<file path="src/rtl/usb_susp_pkg.sv">
package usb_susp_pkg;
  typedef enum logic [1:0] {
    ST_ACTIVE = 2'd0,
    ST_SUSP   = 2'd1,
    ST_DRIVE  = 2'd2,
    ST_WAIT   = 2'd3
  } susp_state_e;
endpackage

</file>
<file path="src/rtl/sof_miss_cnt.sv">
module sof_miss_cnt #(
  parameter int LIMIT = 3
) (
  input  logic clk,
  input  logic rst_n,
  input  logic en,
  input  logic clr,
  input  logic ms_tick,
  input  logic sof,
  output logic limit_hit
);
  localparam int W = $clog2(LIMIT + 1);
  localparam logic [W-1:0] LAST = W'(LIMIT - 1);

  logic [W-1:0] cnt_q, cnt_d;

  // last miss of the run: tick without a marker while the count sits one short
  assign limit_hit = en && !clr && ms_tick && !sof && (cnt_q == LAST);

  always_comb begin
    cnt_d = cnt_q;
    if (clr || !en || sof) begin
      cnt_d = '0;
    end else if (ms_tick) begin
      if (cnt_q == LAST) cnt_d = '0;
      else               cnt_d = cnt_q + 1'b1;
    end
  end

  always_ff @(posedge clk or negedge rst_n) begin
    if (!rst_n) cnt_q <= '0;
    else        cnt_q <= cnt_d;
  end
endmodule

</file>
<file path="src/rtl/wake_timer.sv">
module wake_timer #(
  parameter int W = 4
) (
  input  logic         clk,
  input  logic         rst_n,
  input  logic         load,
  input  logic [W-1:0] len,
  input  logic         run,
  output logic         done
);
  localparam logic [W-1:0] ONE = W'(1);

  logic [W-1:0] cnt_q, cnt_d;

  assign done = run && (cnt_q == ONE);

  always_comb begin
    cnt_d = cnt_q;
    if (load) begin
      cnt_d = (len == '0) ? ONE : len;
    end else if (run && cnt_q != '0) begin
      cnt_d = cnt_q - 1'b1;
    end
  end

  always_ff @(posedge clk or negedge rst_n) begin
    if (!rst_n) cnt_q <= '0;
    else        cnt_q <= cnt_d;
  end
endmodule

</file>
<file path="src/rtl/susp_fsm.sv">
module susp_fsm
  import usb_susp_pkg::*;
(
  input  logic        clk,
  input  logic        rst_n,
  input  logic        limit_hit,
  input  logic        bus_reset,
  input  logic        host_resume,
  input  logic        wake_req,
  input  logic        timer_done,
  output susp_state_e state,
  output logic        timer_load,
  output logic        enter_susp
);
  susp_state_e st_q, st_d;
  logic        seen_q, seen_d;

  assign state      = st_q;
  assign enter_susp = (st_q == ST_ACTIVE) && limit_hit && !bus_reset;
  assign timer_load = (st_q == ST_SUSP) && wake_req && !host_resume && !bus_reset;

  always_comb begin
    st_d   = st_q;
    seen_d = seen_q;
    if (bus_reset) begin
      st_d   = ST_ACTIVE;
      seen_d = 1'b0;
    end else begin
      unique case (st_q)
        ST_ACTIVE: if (limit_hit) st_d = ST_SUSP;
        ST_SUSP: begin
          if (host_resume) begin
            st_d   = ST_WAIT;
            seen_d = 1'b1;
          end else if (wake_req) begin
            st_d = ST_DRIVE;
          end
        end
        ST_DRIVE: begin
          if (timer_done) begin
            st_d   = ST_WAIT;
            seen_d = 1'b0;
          end
        end
        ST_WAIT: begin
          if (host_resume)  seen_d = 1'b1;
          else if (seen_q) begin
            st_d   = ST_ACTIVE;
            seen_d = 1'b0;
          end
        end
        default: st_d = ST_ACTIVE;
      endcase
    end
  end

  always_ff @(posedge clk or negedge rst_n) begin
    if (!rst_n) begin
      st_q   <= ST_ACTIVE;
      seen_q <= 1'b0;
    end else begin
      st_q   <= st_d;
      seen_q <= seen_d;
    end
  end
endmodule

</file>
<file path="src/rtl/susp_status.sv">
module susp_status (
  input  logic clk,
  input  logic rst_n,
  input  logic set_flag,
  input  logic wr_en,
  input  logic wr_data,
  input  logic bus_reset,
  output logic flag,
  output logic rst_pulse
);
  logic flag_d;

  // set has priority over a clearing write in the same cycle
  always_comb begin
    flag_d = flag;
    if (set_flag)                flag_d = 1'b1;
    else if (wr_en && !wr_data)  flag_d = 1'b0;
  end

  always_ff @(posedge clk or negedge rst_n) begin
    if (!rst_n) begin
      flag      <= 1'b0;
      rst_pulse <= 1'b0;
    end else begin
      flag      <= flag_d;
      rst_pulse <= bus_reset;
    end
  end
endmodule

</file>
<file path="src/rtl/usb_suspend_ctl.sv">
module usb_suspend_ctl
  import usb_susp_pkg::*;
#(
  parameter int MISS_LIMIT = 3,
  parameter int DRV_W      = 4
) (
  input  logic             clk,
  input  logic             rst_n,
  input  logic             ms_tick,
  input  logic             sof_rcvd,
  input  logic             bus_reset,
  input  logic             host_resume,
  input  logic             wake_req,
  input  logic             irq_en,
  input  logic             flag_wr_en,
  input  logic             flag_wr_data,
  input  logic [DRV_W-1:0] drive_len,
  output logic             susp_flag,
  output logic             irq,
  output logic             suspended,
  output logic             resume_drive,
  output logic             reset_evt
);
  susp_state_e state;
  logic limit_hit, timer_load, timer_done, enter_susp;
  logic cnt_en, drive_run;

  assign cnt_en    = (state == ST_ACTIVE);
  assign drive_run = (state == ST_DRIVE) && ms_tick;

  sof_miss_cnt #(.LIMIT(MISS_LIMIT)) u_miss (
    .clk       (clk),
    .rst_n     (rst_n),
    .en        (cnt_en),
    .clr       (bus_reset),
    .ms_tick   (ms_tick),
    .sof       (sof_rcvd),
    .limit_hit (limit_hit)
  );

  wake_timer #(.W(DRV_W)) u_timer (
    .clk   (clk),
    .rst_n (rst_n),
    .load  (timer_load),
    .len   (drive_len),
    .run   (drive_run),
    .done  (timer_done)
  );

  susp_fsm u_fsm (
    .clk         (clk),
    .rst_n       (rst_n),
    .limit_hit   (limit_hit),
    .bus_reset   (bus_reset),
    .host_resume (host_resume),
    .wake_req    (wake_req),
    .timer_done  (timer_done),
    .state       (state),
    .timer_load  (timer_load),
    .enter_susp  (enter_susp)
  );

  susp_status u_stat (
    .clk       (clk),
    .rst_n     (rst_n),
    .set_flag  (enter_susp),
    .wr_en     (flag_wr_en),
    .wr_data   (flag_wr_data),
    .bus_reset (bus_reset),
    .flag      (susp_flag),
    .rst_pulse (reset_evt)
  );

  assign suspended    = (state != ST_ACTIVE);
  assign resume_drive = (state == ST_DRIVE);
  assign irq          = susp_flag & irq_en;
endmodule

</file>
<file path="config.mk">
export PLATFORM = sky130hd
export DESIGN_NAME = usb_suspend_ctl
export DESIGN_NICKNAME = d
export VERILOG_FILES = /design/src/rtl/usb_susp_pkg.sv /design/src/rtl/sof_miss_cnt.sv /design/src/rtl/wake_timer.sv /design/src/rtl/susp_fsm.sv /design/src/rtl/susp_status.sv /design/src/rtl/usb_suspend_ctl.sv
export SDC_FILE = /design/constraint.sdc
export NUM_CORES = 1
export LEC_CHECK = 0
export BUFFER_PORTS_ARGS = -buffer_cell sky130_fd_sc_hd__buf_2
export CAP_MARGIN = 15
export CELL_PAD_IN_SITES_DETAIL_PLACEMENT = 1
export CELL_PAD_IN_SITES_GLOBAL_PLACEMENT = 2
export CORE_MARGIN = 1
export CORE_UTILIZATION = 33
export DETAILED_ROUTE_END_ITERATION = 8
export PLACE_DENSITY = 0.92
export SETUP_SLACK_MARGIN = 0.02
export SLEW_MARGIN = 5
export SYNTH_ARGS = -nofsm -noshare
export SYNTH_HDL_FRONTEND = slang
export SYNTH_SLANG_ARGS = --single-unit
</file>
<file path="constraint.sdc">
create_clock -name clk -period 4.07 [get_ports clk]
set_input_delay 0.407 -clock clk [delete_from_list [all_inputs] [get_ports clk]]
set_output_delay 0.407 -clock clk [all_outputs]
set_load 0.01 [all_outputs]
</file>
==> reports/metrics.yaml <==
floorplan:
  core_um2: 2022
  start_util: 0.3589
  fp.dieH_um: 48.90
  die_area_um2: 2391
  row_count: 16
  ios: 19
  die_w_um: 48.90
sta:
  hold_violations: 0
  fmax_mhz: 555.2
  slew_headroom: 0.7679
  final.min_clock_period_ns: 1.801
  rsz0062_at_grt: "no"
  period_share: 0.4425
  setup_viol: 0
  worst_slew_pin_slew_ns: 0.3466
  setup_tns_ns: 0
  maxSlewViolCount: 0
  skew_ns: 0.0005721
clocking:
  cts_tree: "yes"
  clockBufferDepth: 2
  clockRootBuffer: "clkbuf_4"
  clkSinkCount: 11
  cts_setup_buffers: 0
  post_cts_resize_count: 0
  clock_latency_ns: 0.26
  cts_hold_buf: 0
  cts_buffers: 3
  htreeDepth: 1
  clk_pin_slew_worst_paths_ns: 0.07
pwr:
  power_density_nw_per_um2: 536.1
  pwr-share-comb: 0.470
  clockPowerShare: 0.162
  ir_drop_uv: 221.1
  swShare: 0.3896
  power_switching_mw: 0.1819
  power_leakage_nw: 0.4075
  power_frac_seq: 0.368
  internal_power_mw: 0.2850
  p_total_mw: 0.4669
routing:
  vias: 606
  wl_per_cell_um: 12.82
  drtAntennaViolNets: 0
  drcViolationCount: 0
  vias_per_cell: 5.008
  firstDrtPassIters: 2
  wirelength_mm: 1.551
  drt_iter0_drc: 3
cells_and_area:
  nFillCells: 260
  nets: 115
  n_antenna_cell: 0
  layout-drive-gt1-share: 0.2979
  syn_to_final_growth_pct: 20.00
yosys:
  avgSynthCellArea_um2: 9.941
  synth_seq_cells: 11
  synth_edf_count: 0
  synthesis.nets: 93
  synthCells: 73
  yosysWarnings: 0
  syn_area_um2: 725.7
  synthArstFlopShare: 1.000
  synth_ff_type: "dfrtp_1"
  ys_types: 30
  ys_seq_area_frac: 0.3793
critical_path:
  critPathCaptureType: "register"
  rrSetupSlack_ns: 2.27
  path_common_cell: "inv_1"
  r2r_cells: 6
  path_cells: "inv_1 > ha_1 > inv_1 > a311o_2 > o211ai_2 > mux2_4"
  rr_endpoint: "u_fsm.state[0]$_DFFE_PN0P_"
  cpMaxStageDelayCell: "dfrtp_1"
  worstPathMaxFanout: 5
  critPathArrivalTime_ns: 1.96
  critPathTopFamily: "compound AO/OA/AOI/OAI gates"
  r2r-start: "u_fsm.state[0]$_DFFE_PN0P_"
  crit_path_max_incr_delay_ns: 0.43
  crit_type: "register to register"
  start_kind: "register"
  worstPathRequired_ns: 4.23
  cp_num_buf_inv: 2
global_route:
  use_met1: 0.1822
  grt_max_degree: 12
  grt_pass1_wl_mm: 2.711
  antenna_found_initial: 0
  grt_use_met2: 0.2569
  gr-total-overflow: 0
  busiest_layer: "met2"
  first_global_vias: 608
  grt_usage: 0.1512
  use_met3: 0.02804
job:
  maxCapViolations: 0
placement:
  gp_congestion: 0.7954
  hpwl_mm: 1.284
  portBuffers: 18
worst_hold_path:
  hold_class: "input pin to asynchronous set/reset pin"
outcome:
  status: "finished clean"
layer usage:
metal / vias to the layer above / wire (um)
met4: 0 / 23
met5: - / 0
li1: 297 / -
met3: 2 / 54
met1: 292 / 714
met2: 15 / 759
power by group through the flow:
stage / registers [mW] / logic [mW] / clock network (mW)
after global placement: 0.172 / 0.213 / 0
after detailed placement: 0.174 / 0.222 / 0
final: 0.172 / 0.220 / 0.0756
after global routing: 0.178 / 0.250 / 0.0841
after floorplan: 0.166 / 0.168 / 0
after CTS: 0.172 / 0.223 / 0.0792
kinds of logic after synthesis:
kind of cell | share of synthesized area
mux | 0.09310
buf+inv | 0.04310
xor+xnor | 0.03621
flops | 0.3793
fa+ha+maj | 0.1034
simple gates | 0.1621
compound gates | 0.1828
final cells by class:
| type | instances | area, um2 | area share |
|---|---|---|---|
| multi-input cells | 54 | 419.2 | 0.4813 |
| flip-flops and latches | 11 | 275.3 | 0.3161 |
| repair buffers | 18 | 90.09 | 0.1034 |
| well taps | 27 | 33.78 | 0.03879 |
| clock buffers | 4 | 26.28 | 0.03017 |
| inverters | 7 | 26.28 | 0.03017 |
Yosys cell counts (all sizes together) (2+ instances only):
library cell   n  share of area
dfrtp         11           0.38
ha             6           0.10
nor3b          2          0.028
nor2           3          0.016
a21oi          4          0.028
o21ai          7          0.048
nand2          3          0.016
mux2i          3          0.041
xnor2          2          0.024
nand3b         2          0.021
inv            7          0.036
nand2b         5          0.043
mux2           3          0.052
stage by stage:
stage,utilization,setup slack [ns],instance area (um2),hold slack [ns],std cells
global route,0.4307,2.194,870.8,0.01198,121
global placement,0.4177,2.288,844.6,0.2962,117
finish,0.4307,2.269,870.8,0.003724,121
floorplan,-,2.360,725.7,0.1114,73
CTS,0.4307,2.267,870.8,0.004285,121
detailed placement,0.4177,2.283,844.6,0.2978,117
worst max-delay path by stage:
stage,cells past startpoint,end,startpoint
floorplan,6,u_fsm.state[0]$_DFFE_PN0P_,u_fsm.state[0]$_DFFE_PN0P_
global placement,6,u_fsm.state[0]$_DFFE_PN0P_,u_fsm.state[0]$_DFFE_PN0P_
detailed placement,6,u_fsm.state[0]$_DFFE_PN0P_,u_fsm.state[0]$_DFFE_PN0P_
CTS,6,u_fsm.state[0]$_DFFE_PN0P_,u_fsm.state[0]$_DFFE_PN0P_
global route,6,u_fsm.state[0]$_DFFE_PN0P_,u_fsm.state[0]$_DFFE_PN0P_
finish,6,u_fsm.state[0]$_DFFE_PN0P_,u_fsm.state[0]$_DFFE_PN0P_
flip-flops by register name, indices dropped and copies added, names as in the netlist:
register	count
u_timer.cnt_q	4
u_fsm.state	2
u_miss.cnt_q	2
u_fsm.seen_q	1
u_stat.flag	1
u_stat.rst_pulse	1
layout by cell type, fill, tap and decap left out, types with 3 or more instances in the layout:
master / n
a21oi_1: 4
inv_1: 7
ha_1: 6
clkbuf_4: 3
nand2_1: 3
nand2b_1: 5
buf_2: 18
nor2_1: 3
o21ai_0: 7
dfrtp_1: 11
mux2i_1: 3
No activity file was read; power rests on OpenSTA's default activity.
